$ cat src/rtl/busdec_pkg.sv
package busdec_pkg;

  localparam logic [1:0] SZ_BYTE = 2'b00;
  localparam logic [1:0] SZ_HALF = 2'b01;
  localparam logic [1:0] SZ_WORD = 2'b10;

  typedef enum logic [1:0] {
    ST_IDLE = 2'd0,
    ST_WAIT = 2'd1,
    ST_FAULT = 2'd2
  } ctlState_t;

  typedef struct packed {
    logic fwdEn;     // present request to decoded slave
    logic capture;   // record owner of accepted request
    logic rspSlave;  // route owner's response to master
    logic rspLocal;  // present local fault response
  } ctlStrobe_t;

endpackage

$ cat src/rtl/busdec_decode.sv
module busdec_decode
  import busdec_pkg::*;
#(
  parameter int ADDR_W = 32,
  parameter int NUM_SLV = 4,
  parameter logic [NUM_SLV*ADDR_W-1:0] REGION_BASE = '0,
  parameter logic [NUM_SLV*ADDR_W-1:0] REGION_MASK = '0,
  localparam int IDX_W = (NUM_SLV > 1) ? $clog2(NUM_SLV) : 1
) (
  input  logic [ADDR_W-1:0]  addr,
  input  logic [1:0]         size,
  output logic [NUM_SLV-1:0] hitVec,
  output logic [IDX_W-1:0]   selIdx,
  output logic               decErr
);

  logic misaligned;

  for (genvar g = 0; g < NUM_SLV; g++) begin : g_region
    assign hitVec[g] =
      (addr & REGION_MASK[g*ADDR_W +: ADDR_W]) == REGION_BASE[g*ADDR_W +: ADDR_W];
  end

  always_comb begin
    selIdx = '0;
    for (int k = NUM_SLV - 1; k >= 0; k--) begin
      if (hitVec[k]) selIdx = IDX_W'(k);
    end
  end

  always_comb begin
    unique case (size)
      SZ_BYTE: misaligned = 1'b0;
      SZ_HALF: misaligned = addr[0];
      SZ_WORD: misaligned = |addr[1:0];
      default: misaligned = 1'b1;
    endcase
  end

  assign decErr = misaligned || !(|hitVec);

endmodule

$ cat src/rtl/busdec_ctrl.sv
module busdec_ctrl
  import busdec_pkg::*;
(
  input  logic       clk,
  input  logic       rst,
  input  logic       mReqValid,
  input  logic       decErr,
  input  logic       selReady,
  input  logic       ownRspValid,
  input  logic       mRspReady,
  output logic       mReqReady,
  output ctlStrobe_t strobe
);

  ctlState_t state, stateNext;

  always_comb begin
    strobe    = '0;
    mReqReady = 1'b0;
    stateNext = state;
    unique case (state)
      ST_IDLE: begin
        if (mReqValid) begin
          if (decErr) begin
            mReqReady = 1'b1;
            stateNext = ST_FAULT;
          end else begin
            strobe.fwdEn = 1'b1;
            mReqReady    = selReady;
            if (selReady) begin
              strobe.capture = 1'b1;
              stateNext      = ST_WAIT;
            end
          end
        end
      end
      ST_WAIT: begin
        strobe.rspSlave = 1'b1;
        if (ownRspValid && mRspReady) stateNext = ST_IDLE;
      end
      ST_FAULT: begin
        strobe.rspLocal = 1'b1;
        if (mRspReady) stateNext = ST_IDLE;
      end
      default: stateNext = ST_IDLE;
    endcase
  end

  always_ff @(posedge clk) begin
    if (rst) state <= ST_IDLE;
    else     state <= stateNext;
  end


  one_outstanding_chk: assert property (@(posedge clk) disable iff (rst)
    (mReqValid && mReqReady) |=> !mReqReady);


  fault_hold_chk: assert property (@(posedge clk) disable iff (rst)
    (strobe.rspLocal && !mRspReady) |=> strobe.rspLocal);


  reset_idle_chk: assert property (@(posedge clk)
    rst |=> (!strobe.rspSlave && !strobe.rspLocal));

endmodule

$ cat src/rtl/busdec_datapath.sv
module busdec_datapath
  import busdec_pkg::*;
#(
  parameter int ADDR_W = 32,
  parameter int DATA_W = 32,
  parameter int NUM_SLV = 4,
  localparam int IDX_W = (NUM_SLV > 1) ? $clog2(NUM_SLV) : 1,
  localparam int STRB_W = DATA_W / 8
) (
  input  logic                      clk,
  input  logic                      rst,
  input  ctlStrobe_t                strobe,
  input  logic [IDX_W-1:0]          selIdx,
  input  logic [ADDR_W-1:0]         mReqAddr,
  input  logic                      mReqWe,
  input  logic [1:0]                mReqSize,
  input  logic [DATA_W-1:0]         mReqWdata,
  input  logic [STRB_W-1:0]         mReqWstrb,
  input  logic                      mRspReady,
  output logic                      mRspValid,
  output logic [DATA_W-1:0]         mRspRdata,
  output logic                      mRspErr,
  output logic [NUM_SLV-1:0]        slvReqValid,
  input  logic [NUM_SLV-1:0]        slvReqReady,
  output logic [ADDR_W-1:0]         slvReqAddr,
  output logic                      slvReqWe,
  output logic [1:0]                slvReqSize,
  output logic [DATA_W-1:0]         slvReqWdata,
  output logic [STRB_W-1:0]         slvReqWstrb,
  input  logic [NUM_SLV-1:0]        slvRspValid,
  output logic [NUM_SLV-1:0]        slvRspReady,
  input  logic [NUM_SLV*DATA_W-1:0] slvRspRdata,
  input  logic [NUM_SLV-1:0]        slvRspErr,
  output logic                      selReady,
  output logic                      ownRspValid
);

  logic [IDX_W-1:0] owner;

  always_ff @(posedge clk) begin
    if (rst)                 owner <= '0;
    else if (strobe.capture) owner <= selIdx;
  end

  assign slvReqAddr  = mReqAddr;
  assign slvReqWe    = mReqWe;
  assign slvReqSize  = mReqSize;
  assign slvReqWdata = mReqWdata;
  assign slvReqWstrb = mReqWstrb;

  for (genvar g = 0; g < NUM_SLV; g++) begin : g_port
    assign slvReqValid[g] = strobe.fwdEn && (selIdx == IDX_W'(g));
    assign slvRspReady[g] = strobe.rspSlave && mRspReady && (owner == IDX_W'(g));
  end

  assign selReady    = slvReqReady[selIdx];
  assign ownRspValid = slvRspValid[owner];

  always_comb begin
    mRspValid = 1'b0;
    mRspRdata = '0;
    mRspErr   = 1'b0;
    if (strobe.rspLocal) begin
      mRspValid = 1'b1;
      mRspErr   = 1'b1;
    end else if (strobe.rspSlave) begin
      mRspValid = ownRspValid;
      mRspRdata = slvRspRdata[owner*DATA_W +: DATA_W];
      mRspErr   = slvRspErr[owner];
    end
  end


  rsp_owner_chk: assert property (@(posedge clk) disable iff (rst)
    (mRspValid && mRspReady && !mRspErr) |->
      ($countones(slvRspReady & slvRspValid) == 1));


  rsp_ready_single_chk: assert property (@(posedge clk) disable iff (rst)
    $onehot0(slvRspReady));

endmodule

$ cat src/rtl/busdec.sv
module busdec
  import busdec_pkg::*;
#(
  parameter int ADDR_W = 32,
  parameter int DATA_W = 32,
  parameter int NUM_SLV = 4,
  parameter logic [NUM_SLV*ADDR_W-1:0] REGION_BASE =
    {32'h8000_0000, 32'h2000_0000, 32'h1000_0000, 32'h0000_0000},
  parameter logic [NUM_SLV*ADDR_W-1:0] REGION_MASK =
    {32'hFFFF_0000, 32'hFFFF_0000, 32'hFFFF_F000, 32'hFF00_0000},
  localparam int IDX_W = (NUM_SLV > 1) ? $clog2(NUM_SLV) : 1,
  localparam int STRB_W = DATA_W / 8
) (
  input  logic                      clk,
  input  logic                      rst,
  input  logic                      mReqValid,
  output logic                      mReqReady,
  input  logic [ADDR_W-1:0]         mReqAddr,
  input  logic                      mReqWe,
  input  logic [1:0]                mReqSize,
  input  logic [DATA_W-1:0]         mReqWdata,
  input  logic [STRB_W-1:0]         mReqWstrb,
  output logic                      mRspValid,
  input  logic                      mRspReady,
  output logic [DATA_W-1:0]         mRspRdata,
  output logic                      mRspErr,
  output logic [NUM_SLV-1:0]        slvReqValid,
  input  logic [NUM_SLV-1:0]        slvReqReady,
  output logic [ADDR_W-1:0]         slvReqAddr,
  output logic                      slvReqWe,
  output logic [1:0]                slvReqSize,
  output logic [DATA_W-1:0]         slvReqWdata,
  output logic [STRB_W-1:0]         slvReqWstrb,
  input  logic [NUM_SLV-1:0]        slvRspValid,
  output logic [NUM_SLV-1:0]        slvRspReady,
  input  logic [NUM_SLV*DATA_W-1:0] slvRspRdata,
  input  logic [NUM_SLV-1:0]        slvRspErr
);

  logic [NUM_SLV-1:0] hitVec;
  logic [IDX_W-1:0]   selIdx;
  logic               decErr;
  logic               selReady;
  logic               ownRspValid;
  ctlStrobe_t         strobe;

  busdec_decode #(
    .ADDR_W(ADDR_W), .NUM_SLV(NUM_SLV),
    .REGION_BASE(REGION_BASE), .REGION_MASK(REGION_MASK)
  ) u_decode (
    .addr(mReqAddr), .size(mReqSize),
    .hitVec(hitVec), .selIdx(selIdx), .decErr(decErr)
  );

  busdec_ctrl u_ctrl (
    .clk(clk), .rst(rst), .mReqValid(mReqValid), .decErr(decErr),
    .selReady(selReady), .ownRspValid(ownRspValid), .mRspReady(mRspReady),
    .mReqReady(mReqReady), .strobe(strobe)
  );

  busdec_datapath #(
    .ADDR_W(ADDR_W), .DATA_W(DATA_W), .NUM_SLV(NUM_SLV)
  ) u_datapath (
    .clk(clk), .rst(rst), .strobe(strobe), .selIdx(selIdx),
    .mReqAddr(mReqAddr), .mReqWe(mReqWe), .mReqSize(mReqSize),
    .mReqWdata(mReqWdata), .mReqWstrb(mReqWstrb), .mRspReady(mRspReady),
    .mRspValid(mRspValid), .mRspRdata(mRspRdata), .mRspErr(mRspErr),
    .slvReqValid(slvReqValid), .slvReqReady(slvReqReady),
    .slvReqAddr(slvReqAddr), .slvReqWe(slvReqWe), .slvReqSize(slvReqSize),
    .slvReqWdata(slvReqWdata), .slvReqWstrb(slvReqWstrb),
    .slvRspValid(slvRspValid), .slvRspReady(slvRspReady),
    .slvRspRdata(slvRspRdata), .slvRspErr(slvRspErr),
    .selReady(selReady), .ownRspValid(ownRspValid)
  );


  fault_local_chk: assert property (@(posedge clk) disable iff (rst)
    (mReqValid && mReqReady && decErr) |=>
      (mRspValid && mRspErr && (mRspRdata == '0)));


  fault_noforward_chk: assert property (@(posedge clk) disable iff (rst)
    (mReqValid && decErr && !(|hitVec & 1'b0)) |-> (slvReqValid == '0));


  stall_follow_chk: assert property (@(posedge clk) disable iff (rst)
    (|(slvReqValid & ~slvReqReady)) |-> !mReqReady);

endmodule

$ cat config.mk
export PLATFORM = sky130hd
export DESIGN_NAME = busdec
export DESIGN_NICKNAME = d
export VERILOG_FILES = /design/src/rtl/busdec_pkg.sv /design/src/rtl/busdec_decode.sv /design/src/rtl/busdec_ctrl.sv /design/src/rtl/busdec_datapath.sv /design/src/rtl/busdec.sv
export SDC_FILE = /design/constraint.sdc
export NUM_CORES = 1
export LEC_CHECK = 0
export CAP_MARGIN = 15
export CORE_AREA = 3 3 127 129
export DETAILED_ROUTE_END_ITERATION = 6
export DIE_AREA = 0 0 130 132
export DONT_BUFFER_PORTS = 1
export PLACE_DENSITY = 0.34
export SETUP_SLACK_MARGIN = 0.5
export SLEW_MARGIN = 5
export SYNTH_ARGS = -nofsm -noshare
export SYNTH_HDL_FRONTEND = slang
export SYNTH_SLANG_ARGS = --single-unit
$ cat constraint.sdc
create_clock -name clk -period 2.4 [get_ports clk]
set_input_delay 0.48 -clock clk [delete_from_list [all_inputs] [get_ports clk]]
set_output_delay 0.48 -clock clk [all_outputs]
set_load 0.1 [all_outputs]
# After elaboration in Yosys (flattened, before gate mapping)
# Cells that the tools add are included.
# classes
reduce_logical,20
bitwise_logic,0
mul,0
muxes,32
shifts,1
n_eq_ne,17
n_lt_le_gt_ge,2
n_div,0
addsub,0
# op_table
cell,count
indexed part select 128 x 8 -> 32 bit,1
two-way mux 32 bit,2
zero test 32 bit,1
two-way mux 2 bit,12
"equality test 20 x 17 -> 1 bit, second input constant",1
"equality test 16 x 14 -> 1 bit, second input constant",1
"equality test 16 bit, second input constant",1
two-way mux 1 bit,13
"equality test 2 bit, second input constant",6
logical AND 1 bit,10
"equality test 2 x 1 -> 1 bit, second input constant",4
zero test 2 bit,4
binary-select mux 1 bit (select 2 bit),3
"< comparator 2 x 3 -> 1 bit, second input constant",2
one-hot mux 2 bit (3 select lines),1
"inequality test 2 bit, second input constant",2
AND reduction 4 bit,1
OR reduction 4 bit,1
"inequality test 3 x 2 -> 1 bit, second input constant",1
one-hot mux 1 bit (3 select lines),1
"inequality test 2 x 1 -> 1 bit, second input constant",1
OR reduction 2 bit,1
zero test 1 bit,1
logical OR 1 bit,1
# word_totals
in_bits,215
ramBits,0
mem_count,0
output_inout_bits,114
romBits,0
wordCells,74
ff_bits,4
latchBits,0

# Logic depth before layout (Yosys ltp)
# Gate-level depths: netlist of the first run.
# logic_depth
ltp_word,12
depth_mapped,6

# Hierarchy
# Synthesis of the first run repeated with hierarchy kept, for this count alone.
# hier_totals
cells_unflattened,215
hier_area_um2,2097.0
# modules_own_cells
mod,instances,area_each_um2,cells_each
busdec_datapath,1,1803.0,177
busdec_decode,1,152.6,23
busdec_ctrl,1,141.4,15

# Least setup slack after synthesis of the first run
# Ideal clock, no wire load.
# synth_path
path_type,input -> output
start,input port mReqAddr[21]
end,output port slvReqValid[3]
required_ps,1920
n_path_buf,0
slack_ps,-4221
arrival_ps,6141
path_stages,5
path_cell_list,nor4_2 nand2_1 a21oi_1 o2111ai_2 a2111oi_0
# synth_via
elab_chain_cells,8
elab_cells_between_ends,15
cone_classes,4 x eq/ne; 7 x mux; 4 x reduce/logical
# synth_rtl
item,line_no,source
from (decl),busdec.sv:18,"input logic [ADDR_W-1:0] mReqAddr,"
equality test 20 x 17 -> 1 bit (tied with other cells),busdec_decode.sv:21,(addr & REGION_MASK[g*ADDR_W +: ADDR_W]) == REGION_BASE[g*ADDR_W +: ADDR_W];
OR reduction 4 bit,busdec_decode.sv:40,assign decErr = misaligned || !(|hitVec);
zero test 1 bit,busdec_decode.sv:40,
logical OR 1 bit,busdec_decode.sv:40,
two-way mux 2 bit,busdec_ctrl.sv:24,if (decErr) begin
two-way mux 2 bit,busdec_ctrl.sv:23,if (mReqValid) begin
two-way mux 2 bit,busdec_ctrl.sv:21,unique case (state)
logical AND 1 bit (*),busdec_datapath.sv:52,assign slvReqValid[g] = strobe.fwdEn && (selIdx == IDX_W'(g));
to (decl),busdec.sv:27,"output logic [NUM_SLV-1:0] slvReqValid,"
# Mark *: on every way between the ends. The rest lies on a longest branch, timed or not.

# Worst setup path in the final report of the first run
# layout_path
start,input port mReqAddr[25]
end,output port mReqReady
# layout_via
elab_chain_cells,10
elab_cells_between_ends,16
cone_classes,3 x eq/ne; 9 x mux; 4 x reduce/logical
# layout_rtl
item,line_no,source
equality test 16 bit,busdec_decode.sv:21,
two-way mux 2 bit (4 in series),busdec_decode.sv:27,if (hitVec[k]) selIdx = IDX_W'(k);
binary-select mux 1 bit (select 2 bit),busdec_datapath.sv:56,assign selReady = slvReqReady[selIdx];
two-way mux 1 bit (not written as such),busdec_datapath.sv:56,
two-way mux 1 bit (*),busdec_ctrl.sv:24,
two-way mux 1 bit (*),busdec_ctrl.sv:23,
two-way mux 1 bit (*),busdec_ctrl.sv:21,
to (decl),busdec.sv:17,"output logic mReqReady,"
# Mark *: on every way between the ends. The rest lies on a longest branch, timed or not. The select of a mux whose other input is x is not followed.

==> metrics.log, run 1 <==
INFO  metric timing.critical_path.from_type = primary input
INFO  metric cp_cell_sequence = or4_4 -> nand3b_4 -> a21o_1 -> a21oi_4 -> nand3_1 -> o211a_1 -> buf_12
INFO  metric met2_demand_to_capacity_share_in_global_routing = 15.70%
INFO  metric worst_skew_pair.late_latency = 220 ps
INFO  metric synth_area_leaders = mux4_2 (37%), buf_4 (26%), and2_1 (9.6%), dfxtp_1 (3.8%), nor3_1 (1.9%)
INFO  metric synth_cell_types = 36
INFO  metric fin_crit_sh = 106.4%
INFO  metric critical_path_class = primary input to output port
INFO  metric mean_area_per_synthesized_cell = 9.690 sq um
INFO  metric grt_setup_unrepaired = true
INFO  metric outcome = finished, violations left
INFO  metric area_growth_syn_to_layout = 37.36%
INFO  metric async_reset_ff_share = 0%
INFO  metric synthesis.nets = 430
INFO  metric internal_power = 348.4 uW
INFO  metric cts_hold_repair.buffers = 0
INFO  metric met3_usage = 2.877%
INFO  metric cts.clk_slew.worst_paths = 30 ps
INFO  metric std_cell_rows = 45
INFO  metric finalCriticalPeriod = 2554 ps
INFO  metric design.portCount = 329
INFO  metric drc = 0
INFO  metric r2r-start = u_ctrl.state[1]
INFO  metric power.switching_fraction = 23.51%
INFO  metric pin_count_of_the_biggest_net_entering_global_routing = 38
INFO  metric dp_hpwl = 6192 um
INFO  metric ys_top_cells_by_count = buf_4 (71), mux4_2 (34), and2_1 (32)
INFO  metric fin_cells = 373
INFO  metric hp-start = rst
INFO  metric failed_checks = setup timing
INFO  metric globalRouteOverflowTotal = 0
INFO  metric slowest_stage = or4_4
INFO  metric die_width = 130 um
INFO  metric power.static_leakage = 0.0009051 uW
INFO  metric postSynthCellCount = 215
INFO  metric power_density = 159.2 nW/um^2
INFO  metric finalMaxSlewViolations = 0
INFO  metric synth.top_cell.area_share = 36.76%
INFO  metric num_antenna_cells = 0
INFO  metric synthesis.yosys.warnings = 0
INFO  metric first_pass_grt_wire_length = 10790 um
INFO  metric detailedPlace.worstSlack = -245.9 ps
INFO  metric timing_worst_slew_pin_value = 359.0 ps
INFO  metric clock-root-buffer = clkbuf_16
INFO  metric initial_utilization = 13.75%
INFO  metric seq_area_frac_synth = 3.844%
INFO  metric fin_total_pwr = 455.4 uW
INFO  metric place.gp.congestion = 0.7233
INFO  metric timing.critical_path.slowest_cell_delay = 520 ps
INFO  metric drv_cap = 0
INFO  metric synth_enable_flop_cells = 0
INFO  metric post_route_cells_drive_above_1_share = 83.24%
INFO  metric cts_buffers = 3
INFO  metric ctsLongestPathBuffers = 2
INFO  metric hold_ws = 330.4 ps
INFO  metric average_wire_per_cell_in_the_routed_design = 21.68 um
INFO  metric grt_use_met1 = 9.314%
INFO  metric holdCritPathClass = primary input to register
INFO  metric max_freq = 391.5 MHz
INFO  metric worst_hold_path.endpoint = u_ctrl.state[1]
INFO  metric maximum_fanout_along_the_worst_path = 5
INFO  metric grt-busiest-layer = met2
INFO  metric timing.slew.headroom = 75.98%
INFO  metric comb_power_share = 28.3%
INFO  metric ff2ff_path_depth = 7
INFO  metric cp_data_arrival_time = 2070 ps
INFO  metric vias_in_the_first_global_route = 1733
INFO  metric power.clock.fraction = 56.5%
INFO  metric dpl_cells = 347
INFO  metric fp.dieH = 132 um
INFO  metric finish.utilization = 18.89%
INFO  metric final-hold-violation-count = 0
INFO  metric core_area = 15150 sq um
INFO  metric final.setup.worst_slack = -154.2 ps
INFO  metric top_ff_cell_synth = dfxtp_1
INFO  metric yosys.cell_count.top_type = buf_4
INFO  metric timing.critical_path.required = 1920 ps
INFO  metric floorplan.die_area = 17160 sq um
INFO  metric r2r-end = u_datapath.owner[1]
INFO  metric cts_tree = yes
INFO  metric setup_viol = 5
INFO  metric antenna_violations_before_repair = 0
INFO  metric max-vdd-ir-drop = 0.2267 mV
INFO  metric routed-via-count = 1605
INFO  metric finalWirelength = 8088 um
INFO  metric skew = 1.049 ps
INFO  metric syn-cell-area = 2083 sq um
INFO  metric ant_nets = 0
INFO  metric reg2reg_slack = 490 ps
INFO  metric drt_first_pass_iters = 4
INFO  metric synth_area_leader_cell = mux4_2
INFO  metric clock-sinks = 4
INFO  metric final_nets = 402
INFO  metric io_buffer_count = 0
INFO  metric cts_max_level = 1
INFO  metric routed_via_density = 4.303
INFO  metric critPathCaptureType = output port
INFO  metric initialDrtViolationCount = 43
INFO  metric gr-usage-all-layers = 8.455%
INFO  metric hold_path_depth = 1
INFO  metric seqPwrFrac = 15.2%
INFO  metric power.switching = 107.1 uW
INFO  metric yosys_register_bits = 4
-- critical path, delay by kind of cell --
| family | cells | cell delay [ps] |
|---|---|---|
| compound gates | 3 | 590 |
| simple gates | 3 | 810 |
| buf+inv | 1 | 180 |
-- cell type report --
class | count | area [sq um]
Clock buffer | 3 | 75.07
Fill cell | 1625 | 12280
Inverter | 2 | 7.507
Multi-Input combinational cell | 126 | 1707
Sequential cell | 4 | 86.33
Tap cell | 188 | 235.2
Timing Repair Buffer | 50 | 750.7
-- flip-flops by register name (all words and copies together), names as in the netlist --
signal / cells
u_ctrl.state: 2
u_datapath.owner: 2
-- power by group through the flow --
| stage | logic [uW] | registers, uW | clock network (uW) |
|---|---|---|---|
| 6_report | 129 | 69.1 | 257 |
| 2_1_floorplan | 658 | 70.1 | 0 |
| 3_3_place_gp | 125 | 70.5 | 0 |
| 5_1_grt | 136 | 69.3 | 269 |
| 3_5_place_dp | 124 | 70.6 | 0 |
| 4_1_cts | 131 | 69.0 | 264 |
-- logic make-up after synthesis --
group,share of synthesized area [%]
compound gates,6.427
mux,37.96
xor+xnor,0.4205
simple gates,23.06
flops,3.844
buf+inv,28.29
-- layer usage --
layer	up-vias	wire (um)
li1	663	-
met1	770	2814
met2	152	4274
met3	20	868
met4	0	131
met5	-	0
-- layout by cell type, fill, tap and decap left out, types with 3 or more instances in the layout --
cell / n
nand2b_1: 3
nand2_2: 3
nor2_1: 5
nor4_4: 4
buf_6: 8
buf_12: 17
clkbuf_16: 3
buf_16: 5
and2_4: 32
buf_4: 18
mux4_2: 34
nor3_4: 4
nor2_4: 3
nor3_1: 4
-- how the worst max path moves through the flow --
stage | start | end | cells after the start | slack [ps]
after floorplan | mReqAddr[13] | slvReqValid[3] | 5 | -620
after global placement | mReqAddr[25] | mReqReady | 7 | -240
after detailed placement | mReqAddr[25] | mReqReady | 7 | -250
after CTS | mReqAddr[25] | mReqReady | 7 | -160
after global routing | mReqAddr[25] | mReqReady | 7 | -210
final | mReqAddr[25] | mReqReady | 7 | -150
-- through the flow --
| step | setup TNS, ps | instance area, sq um |
|---|---|---|
| final | -448.8 | 2861 |
| after global placement | -706.7 | 2330 |
| after global routing | -737.1 | 2861 |
| after CTS | -585.2 | 2830 |
| after detailed placement | -740.0 | 2330 |
| after floorplan | -2302 | 2374 |
-- repair_timing --
item / in CTS / in global routing
gates cloned: 6 / 0
endpoints found under the setup margin: 46 / 46
endpoints found under the hold margin: 0 / 0
resized for setup: 34 / 1
setup buffers: 15 / 2
pin swaps: 26 / 4
No activity file was read; power rests on OpenSTA's default activity.
==> run 2, diff against run 1 <==
Settings changed: CTS_BUF_LIST set to sky130_fd_sc_hd__clkbuf_2 sky130_fd_sc_hd__clkbuf_4 sky130_fd_sc_hd__clkbuf_8.
==> run 2 against run 1 <==
Highest routed layer unchanged. Clock skew hardly changed. The run still ends with setup timing left. Core utilization down 0.22 points. Clock power shrank 46%. Power shrank 26%.
==> metrics.log, run 2 (synthesis gave the netlist of run 1 again) <==
INFO  metric outcome = finished, violations left
INFO  metric failed_checks = setup timing
INFO  metric drc = 0 (unchanged)
INFO  metric routed_via_density = 4.311 (+0.19%)
INFO  metric critPathCaptureType = output port
INFO  metric floorplan.die_area = 17160 sq um (unchanged)
INFO  metric place.gp.congestion = 0.7233 (unchanged)
INFO  metric detailedPlace.worstSlack = -245.9 ps (unchanged)
INFO  metric clock-sinks = 4 (unchanged)
INFO  metric max-vdd-ir-drop = 0.08881 mV (-61%)
INFO  metric vias_in_the_first_global_route = 1739 (+0.35%)
INFO  metric std_cell_rows = 45 (unchanged)
INFO  metric grt_setup_unrepaired = true
INFO  metric cp_cell_sequence = or4_4 -> nand3b_4 -> a21o_1 -> a21oi_4 -> nand3_1 -> o211a_1 -> buf_12
INFO  metric regArea = 86.33 sq um (unchanged)
INFO  metric core_area = 15150 sq um (unchanged)
INFO  metric ant_nets = 0 (unchanged)
INFO  metric max_freq = 391.8 MHz (about the same)
INFO  metric post_route_cells_drive_above_1_share = 83.24% (unchanged)
INFO  metric timing.critical_path.required = 1920 ps (about the same)
INFO  metric initialDrtViolationCount = 35 (-19%)
INFO  metric slowest_stage = or4_4
INFO  metric cts_buffers = 3 (unchanged)
INFO  metric gr-usage-all-layers = 8.447% (about the same)
INFO  metric area_used_by_multi_input_combinational_logic = 1707 sq um (unchanged)
INFO  metric final_nets = 402 (unchanged)
INFO  metric first_pass_grt_wire_length = 10790 um (unchanged)
INFO  metric fin_crit_sh = 106.3% (about the same)
INFO  metric timing_worst_slew_pin_value = 354.4 ps (-4.655 ps)
INFO  metric finalWirelength = 8100 um (+0.15%)
INFO  metric timing.critical_path.from_type = primary input
INFO  metric dpl_cells = 347 (unchanged)
INFO  metric power_density = 119.1 nW/um^2 (-25%)
INFO  metric final.setup.worst_slack = -152.2 ps (+2.058 ps)
INFO  metric drt_first_pass_iters = 4 (unchanged)
INFO  metric antenna_violations_before_repair = 0 (unchanged)
INFO  metric routed-via-count = 1608 (+0.19%)
INFO  metric ctsLongestPathBuffers = 2 (unchanged)
INFO  metric postPlaceCellArea = 2330 sq um (unchanged)
INFO  metric finalMaxSlewViolations = 0 (unchanged)
INFO  metric area_growth_syn_to_layout = 35.74%
INFO  metric cts_tree = yes
INFO  metric layout.cells.most_common = mux4_2
INFO  metric setup_viol = 5 (unchanged)
INFO  metric drv_cap = 0 (unchanged)
INFO  metric worst_skew_pair.late_latency = 210 ps (about the same)
INFO  metric finalCriticalPeriod = 2552 ps (-2.058 ps)
INFO  metric largest_registers = u_ctrl.state: 2 flops, u_datapath.owner: 2 flops
INFO  metric average_wire_per_cell_in_the_routed_design = 21.72 um (+0.15%)
INFO  metric skew = 0.7321 ps (-0.3170 ps)
INFO  metric pin_count_of_the_biggest_net_entering_global_routing = 38 (unchanged)
INFO  metric fin_total_pwr = 336.8 uW (-26%)
INFO  metric most-common-layout-cells = mux4_2 (34), and2_4 (32), buf_4 (18)
INFO  metric fin_cells = 373 (unchanged)
INFO  metric final-hold-violation-count = 0 (unchanged)
INFO  metric cp_data_arrival_time = 2070 ps (about the same)
INFO  metric critical_path_class = primary input to output port
INFO  metric timing.critical_path.slowest_cell_delay = 520 ps (about the same)
INFO  metric num_antenna_cells = 0 (unchanged)
INFO  metric io_buffer_count = 0 (unchanged)
INFO  metric cts.clk_slew.worst_paths = 30 ps (about the same)
INFO  metric fill_cells = 1628 (+0.18%)
INFO  metric design.portCount = 329 (unchanged)
INFO  metric initial_utilization = 13.75% (unchanged)
INFO  metric stdcell_area = 2828 sq um (-1.2%)
INFO  metric dp_hpwl = 6192 um (unchanged)
INFO  metric globalRouteOverflowTotal = 0 (unchanged)
INFO  metric power.static_leakage = 0.0008897 uW (-1.7%)
INFO  metric holdCritPathClass = primary input to register
INFO  metric cts_max_level = 1 (unchanged)
INFO  metric timing.slew.headroom = 76.13% (+0.15 points)
INFO  metric fp.dieH = 132 um (unchanged)
INFO  metric maximum_fanout_along_the_worst_path = 5 (unchanged)
INFO  metric clock-root-buffer = clkbuf_8
INFO  metric die_width = 130 um (unchanged)
run 2: cell types whose count changed in the layout (fill, tap and decap cells not counted):
cell       change
clkbuf_16      -3
clkbuf_8       +3
run 2: worst max-delay path, delay by kind of cell:
| family | cells | cell delay [ps] |
|---|---|---|
| compound gates | 3 | 590 |
| buf+inv | 1 | 180 |
| simple gates | 3 | 810 |
run 2: layout make-up:
cell class | instances | share of cell area, %
clock buffers | 3 | 1.460
inverters | 2 | 0.2655
multi-input cells | 126 | 60.35
flip-flops and latches | 4 | 3.053
well taps | 188 | 8.319
repair buffers | 50 | 26.55
run 2: timing repair:
action | in CTS | in global routing
buffers inserted | 15 | 2
gates resized for setup | 34 | 1
setup endpoints to repair | 46 | 46
gates cloned | 6 | 0
pin swaps | 26 | 4
hold buffers | 0 | 0
run 2: layer usage:
| metal | GRT usage [%] | vias up | share of wire, % |
|---|---|---|---|
| li1 | - | 663 | - |
| met4 | 1.443 | 0 | 1.3 |
| met2 | 15.67 | 150 | 53 |
| met3 | 2.877 | 16 | 11 |
| met5 | 0 | - | 0 |
| met1 | 9.314 | 779 | 35 |
run 2: final timing paths:
check	endpoint	depth (start not counted)	startpoint	slack, ps
worst max-delay path	mReqReady	7	mReqAddr[25]	-150
worst min-delay path	u_ctrl.state[1]	1	rst	340
worst max register to register	u_datapath.owner[1]	7	u_ctrl.state[1]	500
worst min register to register	u_ctrl.state[1]	1	u_ctrl.state[0]	440
run 2: where the power goes:
group / total, uW / switching [uW] / internal [uW]
Clock: 139 / 32.2 / 107
Sequential: 69.1 / 2.02 / 67.1
Combinational: 129 / 60.2 / 68.6
Total: 337 / 94.4 / 242
run 2: metrics by stage:
stage               setup TNS (ps)  util, %  hold WS [ps]
floorplan                    -2302        -         407.0
global placement            -706.7    15.38         427.9
detailed placement          -740.0    15.38         426.8
CTS                         -585.2    18.46         335.4
global route                -737.1    18.67         331.4
finish                      -449.1    18.67         338.6
==> run 3, diff against run 2 <==
Settings changed: MAX_ROUTING_LAYER set to met4.
==> run 3 against run 2 <==
The run still ends with setup timing left. Global-route usage rose by 0.26 points. Hold slack gained 0.83 ps. First-iteration DRC count is 5.7% higher. Clock skew about the same. Critical path type unchanged.
==> metrics.log, run 3 (synthesis gave the netlist of run 1 again) <==
INFO  metric floorplan.die_area = 17160 sq um (unchanged)
INFO  metric io_buffer_count = 0 (unchanged)
INFO  metric outcome = finished, violations left
INFO  metric max-vdd-ir-drop = 0.08882 mV (about the same)
INFO  metric stdcell_area = 2828 sq um (unchanged)
INFO  metric postPlaceCellArea = 2330 sq um (unchanged)
INFO  metric dp_hpwl = 6192 um (unchanged)
INFO  metric vias_in_the_first_global_route = 1740 (+0.058%)
INFO  metric timing.critical_path.from_type = primary input
INFO  metric power.static_leakage = 0.0008897 uW (unchanged)
INFO  metric post_route_cells_drive_above_1_share = 83.24% (unchanged)
INFO  metric drv_cap = 0 (unchanged)
INFO  metric antenna_violations_before_repair = 0 (unchanged)
INFO  metric timing.critical_path.required = 1920 ps (about the same)
INFO  metric initial_utilization = 13.75% (unchanged)
INFO  metric area_growth_syn_to_layout = 35.74% (unchanged)
INFO  metric place.gp.congestion = 0.7329 (+1.3%)
INFO  metric final.setup.worst_slack = -149.7 ps (+2.522 ps)
INFO  metric average_wire_per_cell_in_the_routed_design = 21.62 um (-0.42%)
INFO  metric setup_viol = 5 (unchanged)
INFO  metric cts.clk_slew.worst_paths = 30 ps (about the same)
INFO  metric clock-root-buffer = clkbuf_8
INFO  metric finalWirelength = 8066 um (-0.42%)
INFO  metric std_cell_rows = 45 (unchanged)
INFO  metric timing_worst_slew_pin_value = 346.4 ps (-7.967 ps)
INFO  metric holdCritPathClass = primary input to register
INFO  metric routed_via_density = 4.319 (+0.19%)
INFO  metric routed-via-count = 1611 (+0.19%)
INFO  metric fill_cells = 1628 (unchanged)
INFO  metric finish.utilization = 18.67% (unchanged)
INFO  metric globalRouteOverflowTotal = 0 (unchanged)
INFO  metric ant_nets = 0 (unchanged)
INFO  metric cts_buffers = 3 (unchanged)
INFO  metric power_density = 119.1 nW/um^2 (about the same)
INFO  metric clock-sinks = 4 (unchanged)
INFO  metric regArea = 86.33 sq um (unchanged)
INFO  metric critical_path_class = primary input to output port
INFO  metric critPathCaptureType = output port
INFO  metric first_pass_grt_wire_length = 10770 um (-0.19%)
INFO  metric skew = 0.7445 ps (+0.01238 ps)
INFO  metric grt_setup_unrepaired = true
INFO  metric finalMaxSlewViolations = 0 (unchanged)
INFO  metric max_freq = 392.2 MHz (about the same)
INFO  metric drc = 0 (unchanged)
INFO  metric num_antenna_cells = 0 (unchanged)
INFO  metric design.portCount = 329 (unchanged)
INFO  metric most-common-layout-cells = mux4_2 (34), and2_4 (32), buf_4 (18)
INFO  metric fin_crit_sh = 106.2% (about the same)
INFO  metric drt_first_pass_iters = 4 (unchanged)
INFO  metric final_nets = 402 (unchanged)
INFO  metric area_used_by_multi_input_combinational_logic = 1707 sq um (unchanged)
INFO  metric finalCriticalPeriod = 2550 ps (-2.522 ps)
INFO  metric die_width = 130 um (unchanged)
INFO  metric pin_count_of_the_biggest_net_entering_global_routing = 38 (unchanged)
INFO  metric worst_skew_pair.late_latency = 210 ps (about the same)
INFO  metric core_area = 15150 sq um (unchanged)
INFO  metric cts_tree = yes
INFO  metric initialDrtViolationCount = 37 (+5.7%)
INFO  metric cp_data_arrival_time = 2070 ps (about the same)
INFO  metric final-hold-violation-count = 0 (unchanged)
INFO  metric cts_max_level = 1 (unchanged)
INFO  metric ctsLongestPathBuffers = 2 (unchanged)
INFO  metric largest_registers = u_ctrl.state: 2 flops, u_datapath.owner: 2 flops
INFO  metric layout.cells.most_common = mux4_2
INFO  metric gr-usage-all-layers = 8.708% (+0.26 points)
INFO  metric fin_total_pwr = 336.7 uW (about the same)
INFO  metric fp.dieH = 132 um (unchanged)
INFO  metric timing.slew.headroom = 76.66% (+0.54 points)
INFO  metric maximum_fanout_along_the_worst_path = 5 (unchanged)
INFO  metric failed_checks = setup timing
[run 3: through the flow]
| stage | TNS [ps] | hold slack (ps) | setup slack (ps) | instances |
|---|---|---|---|---|
| after floorplan | -2302 | 407.0 | -618.4 | 215 |
| after global placement | -706.7 | 427.9 | -236.2 | 347 |
| after detailed placement | -740.0 | 426.8 | -245.9 | 347 |
| after CTS | -585.2 | 335.4 | -157.7 | 371 |
| after global routing | -737.0 | 331.7 | -213.4 | 373 |
| final | -432.4 | 339.5 | -149.7 | 373 |
[run 3: final cells by class]
class,instances,share of cell area [%]
inverter,2,0.2655
tap,188,8.319
clock buffer,3,1.460
multi-input combinational,126,60.35
sequential,4,3.053
timing repair buffer,50,26.55
[run 3: timing repair]
item,CTS,global route
hold buffers,0,0
setup buffers,15,2
endpoints found under the setup margin,46,46
pin swaps,26,4
gates cloned,6,0
resized for setup,34,1
[run 3: path summary, 6_finish.rpt]
check / start / end / slack (ps) / cells past startpoint
max: mReqAddr[25] / mReqReady / -150 / 7
min: rst / u_ctrl.state[1] / 340 / 1
max reg2reg: u_ctrl.state[1] / u_datapath.owner[1] / 510 / 7
min reg2reg: u_ctrl.state[0] / u_ctrl.state[1] / 440 / 1
[run 3: worst max-delay path: stages]
cell and delay, ps:
or4_4 520, nand3b_4 210, a21o_1 210, a21oi_4 140, nand3_1 80, o211a_1 250, buf_12 180
[run 3: power breakdown]
| part | internal, uW | total, uW | switching, uW |
|---|---|---|---|
| combinational | 68.6 | 129 | 60.2 |
| clock | 107 | 139 | 32.2 |
| sequential | 67.1 | 69.0 | 1.92 |
| total | 242 | 337 | 94.3 |
[run 3: metal layers]
metal | up-vias | wire length (um) | global-route usage, %
met5 | - | 0 | -
met3 | 20 | 796 | 2.472
li1 | 663 | - | -
met2 | 156 | 4282 | 15.64
met1 | 772 | 2859 | 9.634
met4 | 0 | 127 | 1.443
